==> src/rtl/strap_pkg.sv <==
package strap_pkg;

  localparam int STRAP_W = 2;

  typedef enum logic [2:0] {
    FREQ_100  = 3'd0,
    FREQ_133  = 3'd1,
    FREQ_200  = 3'd2,
    FREQ_266  = 3'd3,
    FREQ_400  = 3'd4,
    FREQ_NONE = 3'd7
  } freq_code_e;

  // straps[0] = FS_A, straps[1] = FS_B
  function automatic freq_code_e decode_freq(input logic [STRAP_W-1:0] straps,
                                             input logic alt);
    freq_code_e code;
    unique case (straps)
      2'b00:   code = alt ? FREQ_200 : FREQ_100;
      2'b10:   code = alt ? FREQ_400 : FREQ_200;
      2'b01:   code = alt ? FREQ_266 : FREQ_133;
      default: code = FREQ_NONE;
    endcase
    return code;
  endfunction

endpackage

==> src/rtl/strap_sync.sv <==
module strap_sync #(
  parameter int   STAGES  = 2,
  parameter logic RST_VAL = 1'b1
) (
  input  logic clk,
  input  logic rst_n,
  input  logic d,
  output logic q
);
  logic [STAGES-1:0] chain;

  genvar i;
  generate
    for (i = 0; i < STAGES; i++) begin : g_stage
      if (i == 0) begin : g_first
        always_ff @(posedge clk or negedge rst_n) begin
          if (!rst_n) chain[0] <= RST_VAL;
          else        chain[0] <= d;
        end
      end else begin : g_next
        always_ff @(posedge clk or negedge rst_n) begin
          if (!rst_n) chain[i] <= RST_VAL;
          else        chain[i] <= chain[i-1];
        end
      end
    end
  endgenerate

  assign q = chain[STAGES-1];
endmodule

==> src/rtl/strap_capture.sv <==
module strap_capture
  import strap_pkg::*;
(
  input  logic               clk,
  input  logic               rst_n,
  input  logic               pg_low,
  input  logic [STRAP_W-1:0] straps_in,
  output logic               captured,
  output logic               cap_event,
  output logic [STRAP_W-1:0] straps_q
);
  assign cap_event = pg_low && !captured;

  always_ff @(posedge clk or negedge rst_n) begin
    if (!rst_n) begin
      captured <= 1'b0;
      straps_q <= '0;
    end else if (cap_event) begin
      captured <= 1'b1;
      straps_q <= straps_in;
    end
  end
endmodule

==> src/rtl/strap_decode.sv <==
module strap_decode
  import strap_pkg::*;
(
  input  logic [STRAP_W-1:0] straps_q,
  input  logic               captured,
  input  logic               alt_table,
  output logic [2:0]         freq_code,
  output logic               freq_valid
);
  freq_code_e code;

  always_comb begin
    code = captured ? decode_freq(straps_q, alt_table) : FREQ_NONE;
  end

  assign freq_code  = code;
  assign freq_valid = captured;
endmodule

==> src/rtl/strap_test_ctl.sv <==
module strap_test_ctl
  import strap_pkg::*;
(
  input  logic               clk,
  input  logic               rst_n,
  input  logic               captured,
  input  logic               test_en,
  input  logic               fs_a_live,
  output logic               test_active,
  output logic               test_hiz,
  output logic               test_refdiv,
  output logic [STRAP_W-1:0] pin_dir
);
  always_ff @(posedge clk or negedge rst_n) begin
    if (!rst_n)                    test_active <= 1'b0;
    else if (captured && test_en)  test_active <= 1'b1;
  end

  // live FS_A, no register on the path
  assign test_hiz    = test_active && fs_a_live;
  assign test_refdiv = test_active && !fs_a_live;

  always_comb begin
    if (!captured)        pin_dir = 2'b00;
    else if (test_active) pin_dir = 2'b10;
    else                  pin_dir = 2'b11;
  end
endmodule

==> src/rtl/strap_latch_top.sv <==
module strap_latch_top
  import strap_pkg::*;
#(
  parameter int SYNC_STAGES = 2
) (
  input  logic       clk,
  input  logic       rst_n,
  input  logic       pwrgd_n,
  input  logic       fs_a_in,
  input  logic       fs_b_in,
  input  logic       alt_table,
  input  logic       test_en,
  output logic [1:0] strap_bits,
  output logic [2:0] freq_code,
  output logic       freq_valid,
  output logic [1:0] pin_dir,
  output logic       test_active,
  output logic       test_hiz,
  output logic       test_refdiv
);
  logic pg_sync_n;
  logic pg_low_sync;
  logic captured;
  logic cap_event;
  logic [STRAP_W-1:0] straps_q;

  strap_sync #(.STAGES(SYNC_STAGES), .RST_VAL(1'b1)) u_sync (
    .clk(clk), .rst_n(rst_n), .d(pwrgd_n), .q(pg_sync_n)
  );

  assign pg_low_sync = !pg_sync_n;

  strap_capture u_cap (
    .clk(clk), .rst_n(rst_n), .pg_low(pg_low_sync),
    .straps_in({fs_b_in, fs_a_in}),
    .captured(captured), .cap_event(cap_event), .straps_q(straps_q)
  );

  strap_decode u_dec (
    .straps_q(straps_q), .captured(captured), .alt_table(alt_table),
    .freq_code(freq_code), .freq_valid(freq_valid)
  );

  strap_test_ctl u_test (
    .clk(clk), .rst_n(rst_n), .captured(captured), .test_en(test_en),
    .fs_a_live(fs_a_in), .test_active(test_active), .test_hiz(test_hiz),
    .test_refdiv(test_refdiv), .pin_dir(pin_dir)
  );

  assign strap_bits = straps_q;
endmodule

==> config.mk <==
export PLATFORM = sky130hd
export DESIGN_NAME = strap_latch_top
export DESIGN_NICKNAME = d
export VERILOG_FILES = /design/src/rtl/strap_pkg.sv /design/src/rtl/strap_sync.sv /design/src/rtl/strap_capture.sv /design/src/rtl/strap_decode.sv /design/src/rtl/strap_test_ctl.sv /design/src/rtl/strap_latch_top.sv
export SDC_FILE = /design/constraint.sdc
export NUM_CORES = 1
export LEC_CHECK = 0
export ABC_AREA = 1
export CAP_MARGIN = 20
export CORE_AREA = 2 2 39 41
export CTS_BUF_LIST = sky130_fd_sc_hd__clkbuf_16
export DETAILED_ROUTE_END_ITERATION = 6
export DIE_AREA = 0 0 41 43
export GPL_ROUTABILITY_DRIVEN = 1
export PLACE_DENSITY = 0.52
export SLEW_MARGIN = 20
export SYNTH_ARGS = -nofsm -noshare
export SYNTH_HDL_FRONTEND = slang
export SYNTH_HIERARCHICAL = 1
export SYNTH_SLANG_ARGS = --single-unit
==> constraint.sdc <==
create_clock -name clk -period 0.8 [get_ports clk]
set_input_delay 0.08 -clock clk [delete_from_list [all_inputs] [get_ports clk]]
set_output_delay 0.08 -clock clk [all_outputs]
set_load 0.01 [all_outputs]
==> metrics.csv <==
metric,value,unit
die_area,1760,µm²
drv_slew,0,
cts_made_buffers,3,
critical_path_buf_inv_count,3,
fmax,0.867,GHz
drt_iter0_drc,3,
first_global_vias,319,
cp_slowest_stage_delay,390,ps
slew_headroom,82.0,%
clk_latency,230,ps
period_share,144,%
wl,816,µm
hold_path_class,in -> async,
cp_cell_sequence,buf_6 -> inv_2 -> nand2_1 -> nand2_1 -> nand2_1 -> buf_2,
cp_top_family,flip-flops,
design.core.area,1380,µm²
fin_nets,77,
dr.pass1.iters,3,
grt_start_max_net_pins,7,
status,"finished, violations left",
place_area,509,µm²
setup-violations-final,14,
grt_pass1_wl,1260,µm
antenna-diode-count,0,
final_common_cell,buf_6,
die_w,41,µm
crit_required,720,ps
power.total,0.00129,W
synthCells,37,
area_delta_synth_final,137,%
gp_congestion,0.716,
cts.path.max_buffers,2,
wl_per_cell,9.60,µm
clkTransAtPathRegs,40,ps
cts.sinks,6,
final_cell_mix,"13 x buf_6, 7 x buf_2, 7 x nand2_1, 6 x clkdlybuf4s50_1",
finalCriticalPeriod,1150,ps
grt_usage,10.8,%
vias,333,
initial_utilization,20.9,%
rsz0062_at_grt,true,
syn_area,289,µm²
cts_tree,yes,
fin_area,684,µm²
cp_common_cell,nand2_1,
failed_checks,setup timing,
cts_root_buf,clkbuf_16,
syn_nets,44,
die_height,43,µm
worst_setup_path_start_kind,flip-flop,
hold_viol,0,
critical_path.slowest_cell,dfrtp_1,
critPathMaxFanout,3,
skew,5.10,ps
p_leak,0.365,nW
crit_arrival,1070,ps
crit_type,reg -> out,
drive_gt1_share,68.1,%
yosys_warnings,6,
antenna_found_initial,0,
end_kind,output pin,
rows,14,
drc,0,
tightest_slew,269,ps
final_antenna_net_count,0,
avgSynthCellArea,7.81,µm²
htreeDepth,1,
numPortBuffers,17,
vias_per_cell,3.92,
num_io_pins,18,
ir_drop,0.00120,V
p_per_area,1880,nW/µm²
grt_overflow,0,
setup_ws,-353,ps
drv_cap,0,
## routing by layer
metal	share of wire [%]	track usage [%]	up-vias
met5	0	0	-
met4	2.1	6.00	0
met3	6.3	3.14	2
met2	50	15.9	11
met1	41	13.6	150
li1	-	-	170
## metrics by stage
| step | worst slack (ps) | util, % | hold slack, ps | std cells | TNS (ps) |
|---|---|---|---|---|---|
| floorplan | 5.45 | - | -216 | 37 | 0 |
| global placement | -561 | 36.8 | 338 | 74 | -4470 |
| detailed placement | -584 | 36.8 | 341 | 74 | -4500 |
| CTS | -326 | 48.1 | 97.9 | 87 | -3080 |
| global route | -428 | 49.5 | 114 | 85 | -3570 |
| finish | -353 | 49.5 | 89.7 | 85 | -3030 |
## path summary, 6_finish.rpt
path                                                    start                             to  slack [ps]  cells after the start
worst max-delay path            u_cap/straps_q[1]$_DFFE_PN0P_                   freq_code[1]        -350                      6
worst min-delay path                                    rst_n  u_cap/straps_q[1]$_DFFE_PN0P_          90                      1
worst max register to register     u_cap/captured$_DFFE_PN0P_  u_cap/straps_q[0]$_DFFE_PN0P_         -90                      5
worst min register to register      u_sync/chain[0]$_DFF_PN1_             u_sync/q$_DFF_PN1_         350                      0
max in group asynchronous                               rst_n             u_sync/q$_DFF_PN1_         440                      1
min in group clk                                      pwrgd_n      u_sync/chain[0]$_DFF_PN1_         260                      1
## cell type report
type                       count  area (µm²)
fill                         134         699
timing repair buffer          30         272
sequential                     6         154
multi-input combinational     21         123
clock buffer                   3        75.1
inverter                       8        37.5
tap                           16        20.0
clock inverter                 1        3.75
## power breakdown
part           switching, W  internal [W]  leakage (nW)
Sequential       0.00000723      0.000320        0.0615
Combinational     0.0000578     0.0000755         0.261
Clock              0.000177      0.000649        0.0423
## worst reg2reg max path: cells and delay by family, from the launching register on
| kind | cells | cell delay, ps |
|---|---|---|
| flip-flops | 1 | 430 |
| buffers and inverters | 2 | 200 |
| AND/OR/NAND/NOR | 3 | 150 |
## sequential cells by signal, indices dropped and copies added, names as in the netlist
signal / count
u_test/test_active: 1
u_cap/straps_q: 2
u_cap/captured: 1
u_sync/q: 1
u_sync/chain: 1
## timing repair
item / in CTS / in global routing
gates resized for setup: 60 / 21
pin swaps: 4 / 5
setup buffers: 10 / 3
hold buffers: 0 / 0
hold endpoints to repair: 0 / 0
setup endpoints to repair: 14 / 15
(Power assumes the default switching activity.)
